--- config.mk ---
export PLATFORM = sky130hd
export DESIGN_NAME = lc_bank_ctl
export DESIGN_NICKNAME = d
export VERILOG_FILES = /design/src/rtl/lc_pkg.sv /design/src/rtl/lc_decode.sv /design/src/rtl/lc_state.sv /design/src/rtl/lc_map.sv /design/src/rtl/lc_bank_ctl.sv
export SDC_FILE = /design/constraint.sdc
export NUM_CORES = 1
export LEC_CHECK = 0
export BUFFER_PORTS_ARGS = -buffer_cell sky130_fd_sc_hd__buf_2
export CORE_MARGIN = 5
export CORE_UTILIZATION = 48
export DETAILED_ROUTE_END_ITERATION = 8
export PLACE_DENSITY = 0.79
export SLEW_MARGIN = 20
export SYNTH_ARGS = -nofsm -noshare
export SYNTH_HDL_FRONTEND = slang
export SYNTH_SLANG_ARGS = --single-unit
--- constraint.sdc ---
create_clock -name clk -period 1.7 [get_ports clk]
set_input_delay 0.34 -clock clk [delete_from_list [all_inputs] [get_ports clk]]
set_output_delay 0.34 -clock clk [all_outputs]
set_load 0.02 [all_outputs]
--- src/rtl/lc_pkg.sv ---
package lc_pkg;

    typedef struct packed {
        logic ram_rd;
        logic bank2;
        logic wr_en;
    } lc_state_t;

    typedef enum logic [1:0] {
        MODE_RAM_PROT = 2'b00,
        MODE_ROM_ARM  = 2'b01,
        MODE_ROM_PROT = 2'b10,
        MODE_RAM_ARM  = 2'b11
    } lc_mode_e;

    localparam lc_state_t LC_RESET = '{ram_rd: 1'b0, bank2: 1'b1, wr_en: 1'b1};

    function automatic lc_state_t lc_next(input logic [3:0] low, input logic repeat_hit);
        lc_state_t s;
        lc_mode_e  m;
        m        = lc_mode_e'(low[1:0]);
        s.ram_rd = (m == MODE_RAM_PROT) || (m == MODE_RAM_ARM);
        s.bank2  = ~low[3];
        s.wr_en  = ((m == MODE_ROM_ARM) || (m == MODE_RAM_ARM)) && repeat_hit;
        return s;
    endfunction

endpackage

--- src/rtl/lc_decode.sv ---
module lc_decode #(
    parameter int              ADDR_W   = 16,
    parameter logic [ADDR_W-1:0] SW_BASE  = 16'hC080,
    parameter logic [ADDR_W-1:0] RGN_BASE = 16'hD000,
    parameter logic [ADDR_W-1:0] ST_BANK  = 16'hC011,
    parameter logic [ADDR_W-1:0] ST_SRC   = 16'hC012
) (
    input  logic [ADDR_W-1:0] addr,
    output logic              sw_page,
    output logic              in_region,
    output logic              st_bank_hit,
    output logic              st_src_hit
);
    localparam int PAGE_LSB = 4;

    always_comb begin
        sw_page     = (addr[ADDR_W-1:PAGE_LSB] == SW_BASE[ADDR_W-1:PAGE_LSB]);
        in_region   = (addr >= RGN_BASE);
        st_bank_hit = (addr == ST_BANK);
        st_src_hit  = (addr == ST_SRC);
    end
endmodule

--- src/rtl/lc_state.sv ---
module lc_state
    import lc_pkg::*;
#(
    parameter int ADDR_W = 16
) (
    input  logic              clk,
    input  logic              rst,
    input  logic              rd_stb,
    input  logic [ADDR_W-1:0] addr,
    input  logic              sw_page,
    output lc_state_t         state_q
);
    logic [ADDR_W-1:0] last_rd_q;
    logic              repeat_hit;

    assign repeat_hit = (last_rd_q == addr);

    always_ff @(posedge clk) begin
        if (rst) begin
            state_q   <= LC_RESET;
            last_rd_q <= '0;
        end else if (rd_stb) begin
            last_rd_q <= addr;
            if (sw_page)
                state_q <= lc_next(addr[3:0], repeat_hit);
        end
    end
endmodule

--- src/rtl/lc_map.sv ---
module lc_map #(
    parameter int              ADDR_W    = 16,
    parameter logic [ADDR_W-1:0] RGN_BASE  = 16'hD000,
    parameter logic [ADDR_W-1:0] BANK_SPAN = 16'h1000
) (
    input  logic [ADDR_W-1:0] addr,
    input  logic              bank2,
    input  logic              aux_zp,
    output logic [ADDR_W:0]   phys
);
    localparam logic [ADDR_W-1:0] DUP_END = RGN_BASE + BANK_SPAN;

    logic dup_win;

    always_comb begin
        dup_win = (addr >= RGN_BASE) && (addr < DUP_END);
        if (dup_win && bank2)
            phys = {aux_zp, addr - BANK_SPAN};
        else
            phys = {aux_zp, addr};
    end
endmodule

--- src/rtl/lc_bank_ctl.sv ---
module lc_bank_ctl
    import lc_pkg::*;
#(
    parameter int              ADDR_W    = 16,
    parameter int              DATA_W    = 8,
    parameter logic [ADDR_W-1:0] SW_BASE   = 16'hC080,
    parameter logic [ADDR_W-1:0] RGN_BASE  = 16'hD000,
    parameter logic [ADDR_W-1:0] BANK_SPAN = 16'h1000,
    parameter logic [ADDR_W-1:0] ST_BANK   = 16'hC011,
    parameter logic [ADDR_W-1:0] ST_SRC    = 16'hC012
) (
    input  logic              clk,
    input  logic              rst,
    input  logic [ADDR_W-1:0] cpu_addr,
    input  logic              rd_stb,
    input  logic              wr_stb,
    input  logic              aux_zp,
    output logic              rom_sel,
    output logic              ram_we,
    output logic [ADDR_W:0]   ram_addr,
    output logic              ram_rd_flag,
    output logic              bank2_flag,
    output logic              wr_en_flag,
    output logic              stat_hit,
    output logic [DATA_W-1:0] stat_data
);
    localparam int FLAG_BIT = DATA_W - 1;

    logic      sw_page, in_region, st_bank_hit, st_src_hit;
    lc_state_t st_q;

    lc_decode #(
        .ADDR_W(ADDR_W), .SW_BASE(SW_BASE), .RGN_BASE(RGN_BASE),
        .ST_BANK(ST_BANK), .ST_SRC(ST_SRC)
    ) u_dec (
        .addr(cpu_addr), .sw_page(sw_page), .in_region(in_region),
        .st_bank_hit(st_bank_hit), .st_src_hit(st_src_hit)
    );

    lc_state #(.ADDR_W(ADDR_W)) u_st (
        .clk(clk), .rst(rst), .rd_stb(rd_stb), .addr(cpu_addr),
        .sw_page(sw_page), .state_q(st_q)
    );

    lc_map #(.ADDR_W(ADDR_W), .RGN_BASE(RGN_BASE), .BANK_SPAN(BANK_SPAN)) u_map (
        .addr(cpu_addr), .bank2(st_q.bank2), .aux_zp(aux_zp), .phys(ram_addr)
    );

    always_comb begin
        ram_rd_flag = st_q.ram_rd;
        bank2_flag  = st_q.bank2;
        wr_en_flag  = st_q.wr_en;
        rom_sel     = rd_stb && in_region && !st_q.ram_rd;
        ram_we      = wr_stb && in_region && st_q.wr_en;
        stat_hit    = rd_stb && (st_bank_hit || st_src_hit);
        stat_data   = '0;
        if (rd_stb && st_bank_hit) stat_data[FLAG_BIT] = st_q.bank2;
        if (rd_stb && st_src_hit)  stat_data[FLAG_BIT] = st_q.ram_rd;
    end
endmodule

# Yosys cells after proc, flatten, opt, wreduce, memory -nomap -nowiden

Index checks and enable logic that the tools add are counted.

Register bits after elaboration: 19
Output and inout bits: 31

Add/sub/neg operators: 1
Bitwise operators: 1
Reduce and logical (&&, ||, !) cells: 16
Multiplexer cells: 3
Equality and inequality tests: 6
Order comparisons: 2

Operators with widths:

| kind                                                                   | number |
|---|---|
| 16-bit == test (second input constant)                                 | 2 |
| 16-bit == test                                                         | 1 |
| 16-bit greater-or-equal comparator (second input constant)             | 1 |
| 16-bit < comparator (second input constant)                            | 1 |
| 16-bit two-way mux                                                     | 1 |
| 16-bit by 13-bit subtractor with 16-bit output (second input constant) | 1 |
| 12-bit == test (second input constant)                                 | 1 |
| 1-bit logical AND                                                      | 10 |
| 1-bit logical OR                                                       | 3 |
| 2-bit by 1-bit == test with 1-bit output (second input constant)       | 1 |
| 2-bit == test (second input constant)                                  | 1 |
| 2-bit zero test                                                        | 1 |
| 1-bit two-way mux                                                      | 2 |
| 2-bit AND reduction                                                    | 1 |
| 1-bit zero test                                                        | 1 |
| 1-bit NOT                                                              | 1 |

# Depth between registers and ports, before layout

Gate-level depths: netlist of the first run.

Word-level depth: 4
Depth in mapped cells: 6
Gate-level depth less buffers: 6

# Modules after synthesis

A second synthesis of the first run with hierarchy kept.

Cells, all modules: 142
Area, all modules: 1283.7 µm²

Modules (own cells, without submodules):

| module      | area each (µm²) | times used | cells each |
|---|---|---|---|
| lc_state    | 875.8           | 1          | 87 |
| lc_map      | 226.5           | 1          | 30 |
| lc_bank_ctl | 95.1            | 1          | 15 |
| lc_decode   | 86.3            | 1          | 10 |

# Worst setup path before layout of the first run

No wires, ideal clock.

Kind: input-to-output
From: input port cpu_addr[12]
To: output port ram_addr[12]
Slack: 0.052 ns
Arrival time: 1.308 ns
Data required time: 1.360 ns
Stages on the path: 5
Cell sequence: inv_1 > ha_1 > or2_2 > a21oi_1 > xnor2_1

Longest elaborated chain between the ends: 4

Ends and longest elaborated chain:

| element                                                                   | RTL line          | text |
|---|---|---|
| start, declared                                                           | lc_bank_ctl.sv:14 | `input logic [ADDR_W-1:0] cpu_addr,` |
| 16-bit greater-or-equal comparator or 16-bit < comparator (tied branches) | lc_map.sv:16      | `dup_win = (addr >= RGN_BASE) && (addr < DUP_END);` |
| 1-bit logical AND                                                         | lc_map.sv:16      |  |
| 1-bit logical AND                                                         | lc_map.sv:17      | `if (dup_win && bank2)` |
| 16-bit two-way mux *                                                      | lc_map.sv:17      |  |
| end, declared                                                             | lc_bank_ctl.sv:20 | `output logic [ADDR_W:0] ram_addr,` |

Every way passes the cells marked *; elsewhere a longest branch is shown, timed or not.

# Worst setup path after layout of the first run

From: input port cpu_addr[2]
To: output port rom_sel

Longest elaborated chain between the ends: 3

Ends and longest elaborated chain:

| element                            | RTL line          | text |
|---|---|---|
| 16-bit greater-or-equal comparator | lc_decode.sv:18   | `in_region = (addr >= RGN_BASE);` |
| 1-bit logical AND (2 in a row)     | lc_bank_ctl.sv:53 | `rom_sel = rd_stb && in_region && !st_q.ram_rd;` |
| end, declared                      | lc_bank_ctl.sv:18 | `output logic rom_sel,` |

Every way passes these cells.

==> reports/results.ini, run 1 <==
[run_status]
outcome=finished with violations
violations=negative setup slack

[cts]
numCtsBuffers=3
clock-sinks=19
clk_latency_ns=0.31
cts_tree=done
cts_root_buf=clkbuf_4
clk_pin_slew_worst_paths_ns=0.11
cts_hold_buf=0
h-tree-depth=1
clockBufferDepth=2

[detailed_routing]
wl_mm=3.797
drcViolationCount=0
viasPerCell=5.397
drtIter0Drc=52
drt-pass1-iter-count=4
routedWlPerCell_um=16.58
num_vias=1236
antenna_left=0

[synthesis]
synth_adder_area_share=0.06750
synth_xor_xnor_area_share=0.1205
synthMuxAreaShare=0.1234
synth_edf_count=0
syn_inst=149
yosysSeqAreaShare=0.2932
ys_types=31
ys.flop_type=dfxtp_1
ys_async_sr_fraction=0
netlist_area_um2=1297
synth_compound_area_frac=0.04822
ys_ff_latch=19
synth-simple-area-share=0.1977
synth_area_per_cell_um2=8.708
synth_top_family_by_area=simple AND/OR/NAND/NOR gates
yosysWarningCount=0

[timing]
rsz0062_at_grt=yes
hold_violations=0
setup_tns_ns=-0.6291
slew_viol_final=0
setup_viol=7
setup_ws_ns=-0.1485
skew_ns=0.003503
post-route-period-util=1.087
finalCriticalPeriod_ns=1.849
max_freq_mhz=541.0

[critical_path]
cp_top_family=simple AND/OR/NAND/NOR gates
crit_buf_inv=2
crit_fanout=3
cp_cell_sequence=buf_2 > nor3_2 > nand4_1 > nand2_2 > and3b_1 > buf_6
reg2reg_from=u_st.last_rd_q[14]
cp_slowest_stage_delay_ns=0.32
criticalPathCategory=input pin to output pin
worstSetupStartpoint=cpu_addr[2]
cp-start-kind=input pin
slowest_stage=nor3_2
worstPathArrival_ns=1.51
cp-end-kind=output pin
required_ns=1.36

[global_routing]
antenna_found_initial=0
grt_pass1_wl_mm=5.423
gr-total-overflow=0
grt_use_total=0.1917
grt_max_degree=20
grt_pass1_vias=1214

[die]
die_w_um=61.99
dieArea_um2=3843
io_pins=52
start_util=0.5144
core_area_um2=2522
die_h_um=61.99
row_count=18

[power]
p_total_mw=1.056
worst_ir_drop_vdd_v=0.0005918
power.density_nw_per_um2=608.3
power_leakage_nw=0.8159

[cells_and_area]
n_fill_cell=196
final_util=0.6885
regArea_um2=380.4
antennaDiodeCount=0
nets=228
areaGrowthSynthToFinish_pct=33.85
final_common_cell=buf_2
layout_common_cells=buf_2, buf_4, nor2_1, dfxtp_1
layout-drive-gt1-share=0.4422
multi_input_area_um2=832.0

[placed_design]
dp_hpwl_mm=2.615
port-buffer-count=42
gp_congestion=0.8802

[hold_path]
hold_start=cpu_addr[15]
hp-class=input pin to register

[run]
drv_cap=0

[layout make-up]
type	instances	share of cell area
flip-flops and latches	19	0.2190
repair buffers	65	0.2543
well taps	30	0.02161
clock buffers	4	0.01513
inverters	5	0.01081
multi-input cells	106	0.4791
[state kept, by name, summed over array words and instances (netlist names)]
name,cells
u_st.last_rd_q,16
u_st.state_q,3
[cells by family after synthesis]
| logic type | after synthesis |
|---|---|
| buffers and inverters | 30 |
| other | 1 |
| AND/OR/NAND/NOR | 49 |
| AO/OA/AOI/OAI | 10 |
| adder cells (fa/ha/maj) | 7 |
| multiplexers | 16 |
| XOR/XNOR | 17 |
| flip-flops | 19 |
[worst min-delay path: cells and delay by family]
kind                   cells  cell delay (ns)
buffers and inverters      1             0.14
muxes                      1             0.08
and+or+nand+nor            1             0.07
[through the flow]
stage	hold WS [ns]	cells	area, um2	worst slack, ns
final	0.3594	229	1737	-0.1485
after CTS	0.3634	228	1665	-0.08693
after global routing	0.3834	229	1737	-0.1776
after global placement	0.4715	224	1562	-0.1332
after detailed placement	0.4909	224	1562	-0.1628
after floorplan	0.4820	155	1320	0.05172
[worst paths after layout]
| check | end | slack (ns) | cells past startpoint |
|---|---|---|---|
| max | rom_sel | -0.15 | 6 |
| min | u_st.last_rd_q[15] | 0.36 | 3 |
| max reg2reg | u_st.state_q[0] | 0.16 | 4 |
| min reg2reg | u_st.state_q[2] | 0.53 | 2 |
[metal layers]
metal / wire, um / GRT usage / vias to the layer above / share of wire
li1: - / - / 572 / -
met1: 1492 / 0.2243 / 596 / 0.39
met2: 1957 / 0.3550 / 56 / 0.52
met3: 247 / 0.03099 / 12 / 0.065
met4: 98 / 0.05455 / 0 / 0.026
met5: 0 / 0 / - / 0
[where the power goes]
part | switching, mW | total [mW] | internal, mW
Sequential | 0.0166 | 0.484 | 0.468
Combinational | 0.176 | 0.330 | 0.153
Clock | 0.151 | 0.242 | 0.0917
[synth_stat cells, types with 2 or more instances]
cell type,n,share of area
and2_1,2,0.0096
mux2i_1,16,0.12
and3b_1,2,0.014
nand2_1,5,0.014
and3_1,2,0.0096
inv_1,5,0.014
buf_2,2,0.0077
nand4_1,6,0.029
nor2_1,21,0.061
clkbuf_1,3,0.0087
buf_4,20,0.12
o21ai_0,2,0.0077
xnor2_1,16,0.11
dfxtp_1,19,0.29
ha_1,7,0.067
a21oi_1,4,0.015
nand3_1,3,0.012
[what timing repair did]
item                       CTS  global route
gates cloned                 0             0
setup buffers                0             1
resized for setup           22            15
setup endpoints to repair    7             7
pin swaps                    8             7
hold endpoints to repair     0             0
No activity file was read; power rests on OpenSTA's default activity.
==> run 2: changes to the inputs <==
Settings changed: PLACE_DENSITY 0.79 to 0.8, SYNTH_HIERARCHICAL from default to 1.
==> reports/results.ini, run 2 <==
[cells_and_area]
areaGrowthSynthToFinish_pct=39.77  ; was 33.85%
layout-drive-gt1-share=0.4697  ; was 0.4422
antennaDiodeCount=0  ; unchanged
nets=224  ; was 228
final_common_cell=buf_2  ; unchanged
top_register=u_st/last_rd_q  ; was u_st.last_rd_q
largest_reg_flops=16  ; unchanged
layout_common_cells=buf_2, buf_4, dfxtp_1, nor2_1, mux2i_1  ; was buf_2, buf_4, nor2_1, dfxtp_1
top_regs=u_st/last_rd_q: 16 flops, u_st/state_q: 3 flops  ; was u_st.last_rd_q: 16 flops, u_st.state_q: 3 flops
n_fill_cell=179  ; was 196

[critical_path]
r2r_slack_ns=0.44  ; was 0.16 ns
cp-end-kind=output pin  ; unchanged
slowest_stage=or4b_4  ; was nor3_2
cp-start-kind=input pin  ; unchanged
cp_slowest_stage_delay_ns=0.55  ; was 0.32 ns
worstPathArrival_ns=1.69  ; was 1.51 ns
crit_buf_inv=2  ; unchanged
crit_fanout=4  ; was 3
cp_top_family=simple AND/OR/NAND/NOR gates  ; unchanged
cp_cell_sequence=buf_8 > or4b_4 > nor4_4 > nand4b_1 > nand2_2 > buf_6  ; was buf_2 > nor3_2 > nand4_1 > nand2_2 > and3b_1 > buf_6
required_ns=1.36  ; about the same
criticalPathCategory=input pin to output pin  ; unchanged

[synthesis]
yosysMostFrequentCell=buf_4  ; was nor2_1
yosysTopAreaCell=dfxtp_1  ; unchanged
yosys-top-cells-area=dfxtp_1, mux2i_1, buf_4, xnor2_1, nor2_1  ; was dfxtp_1, mux2i_1, buf_4, xnor2_1, ha_1
synthTopCellsByCount=buf_4, dfxtp_1, nor2_1  ; was nor2_1, buf_4, dfxtp_1
synth_edf_count=0  ; unchanged
syn_inst=142  ; was 149
yosysWarningCount=6  ; was 0
ys_types=35  ; was 31
synth_area_per_cell_um2=9.040  ; was 8.708 um2
synth_top_area_frac=0.2963  ; was 0.2932
netlist_area_um2=1284  ; was 1297 um2
ys.flop_type=dfxtp_1  ; unchanged
ys_ff_latch=19  ; unchanged
yosysSeqAreaShare=0.2963  ; was 0.2932
ys_async_sr_fraction=0  ; unchanged

[global_routing]
grtUsageMet3=0.04339  ; was 0.03099
use_met2=0.3259  ; was 0.3550
met1_usage=0.2472  ; was 0.2243
grt_most_used_layer=met2  ; unchanged
grt_use_total=0.1974  ; was 0.1917
antenna_found_initial=0  ; unchanged
grt_max_degree=20  ; unchanged
gr-total-overflow=0  ; unchanged
grt_pass1_wl_mm=5.533  ; was 5.423 mm
grt_pass1_vias=1189  ; was 1214

[timing]
rsz0062_at_grt=yes  ; unchanged
slew_viol_final=0  ; unchanged
hold_violations=0  ; unchanged
setup_viol=5  ; was 7
post-route-period-util=1.193  ; was 1.087
finalCriticalPeriod_ns=2.027  ; was 1.849 ns
skew_ns=0.004405  ; was 0.003503 ns
setup_ws_ns=-0.3273  ; was -0.1485 ns
max_freq_mhz=493.3  ; was 541.0 MHz

[detailed_routing]
drtIter0Drc=47  ; was 52
num_vias=1233  ; was 1236
wl_mm=3.619  ; was 3.797 mm
drt-pass1-iter-count=4  ; unchanged
antenna_left=0  ; unchanged
routedWlPerCell_um=15.87  ; was 16.58 um
viasPerCell=5.408  ; was 5.397
drcViolationCount=0  ; unchanged

[cts]
h-tree-depth=1  ; unchanged
cts_hold_buf=0  ; unchanged
cts_tree=done  ; unchanged
clk_latency_ns=0.30  ; was 0.31 ns
clockBufferDepth=2  ; unchanged
numCtsBuffers=3  ; unchanged
cts_root_buf=clkbuf_4  ; unchanged
clk_pin_slew_worst_paths_ns=0.11  ; about the same
clock-sinks=19  ; unchanged

[run_status]
violations=negative setup slack  ; unchanged
outcome=finished with violations  ; unchanged

[placed_design]
dp_hpwl_mm=2.515  ; was 2.615 mm
pre_cts_slack_ns=-0.3426  ; was -0.1628 ns
gp_congestion=0.8360  ; was 0.8802
port-buffer-count=42  ; unchanged

[power]
power_leakage_nw=0.8680  ; was 0.8159 nW
power.density_nw_per_um2=583.6  ; was 608.3 nW/um2
worst_ir_drop_vdd_v=0.0005410  ; was 0.0005918 V
p_total_mw=1.047  ; was 1.056 mW

[die]
io_pins=52  ; unchanged
core_area_um2=2522  ; unchanged
row_count=18  ; unchanged
dieArea_um2=3809  ; was 3843 um2
die_w_um=61.72  ; was 61.99 um
die_h_um=61.72  ; was 61.99 um
start_util=0.5089  ; was 0.5144

[run]
drv_cap=0  ; unchanged

[hold_path]
hp-class=input pin to register  ; unchanged

-- run 2: cell count changes after synthesis, sizes merged, moves of 2 or more --
cell	change
a21oi	-2
and2	-2
and3b	-2
buf	+2
clkbuf	-2
ha	-3
nor2	-2
nor3	+2
nor4	+3
o21ai	-2
or2	-2
or4b	+4
xnor2	-3
xor2	+3
-- run 2: what timing repair did --
| item | CTS | global route |
|---|---|---|
| setup buffers | 5 | 1 |
| resized for setup | 24 | 7 |
| pin swaps | 10 | 6 |
| endpoints found under the setup margin | 6 | 6 |
-- run 2: path summary, 6_finish.rpt --
path,from,end,cells past startpoint
hold / removal,cpu_addr[4],u_st/last_rd_q[4],3
setup reg to reg,u_st/last_rd_q[9],u_st/state_q[0],4
hold reg to reg,u_st/state_q[2],u_st/state_q[2],2
setup / recovery,cpu_addr[0],stat_data[7],6
-- run 2: metrics by stage --
| step | std cells | utilization | hold slack [ns] | TNS [ns] | instance area [um2] |
|---|---|---|---|---|---|
| after floorplan | 148 | - | 0.4807 | -0.08070 | 1364 |
| after global placement | 218 | 0.6354 | 0.4825 | -2.064 | 1603 |
| after CTS | 227 | 0.6984 | 0.3621 | -1.003 | 1762 |
| final | 228 | 0.7113 | 0.3707 | -1.298 | 1794 |
| after detailed placement | 218 | 0.6354 | 0.4841 | -2.184 | 1603 |
| after global routing | 228 | 0.7113 | 0.3823 | -1.537 | 1794 |
-- run 2: where the power goes --
part / switching (mW) / total, mW / leakage, nW / internal [mW]
Combinational: 0.176 / 0.331 / 0.697 / 0.155
Clock: 0.141 / 0.233 / 0.0150 / 0.0914
Sequential: 0.0153 / 0.483 / 0.156 / 0.468
Total: 0.333 / 1.05 / 0.868 / 0.714
-- run 2: metal layers --
layer	part of all wire	vias to the layer above
met5	0	-
met4	0.022	0
met3	0.086	9
met2	0.49	61
met1	0.40	583
li1	-	580
-- run 2: tightest hold or removal path, cell delays in order --
cell     delay (ns)
buf_2          0.14
mux2i_1        0.08
nor2_1         0.08
-- run 2: cell families after synthesis --
group                      count (synthesis)  share of synthesized area
muxes                                     16                     0.1248
buffers and inverters                     30                     0.1559
DFF                                       19                     0.2963
and+or+nand+nor                           46                     0.2047
other                                      1                   0.002921
adders and majority gates                  4                    0.03899
xor gates and xnor gates                  17                     0.1160
AOI/OAI and AO/OA                          9                    0.06043
-- run 2: cell type report --
type                       instances  area, um2  share of cell area
clock buffer                       4      26.28             0.01464
inverter                           5      21.27             0.01185
sequential                        19      380.4              0.2120
tap                               30      37.54             0.02092
multi-input combinational         99      819.5              0.4568
timing repair buffer              71      509.2              0.2838
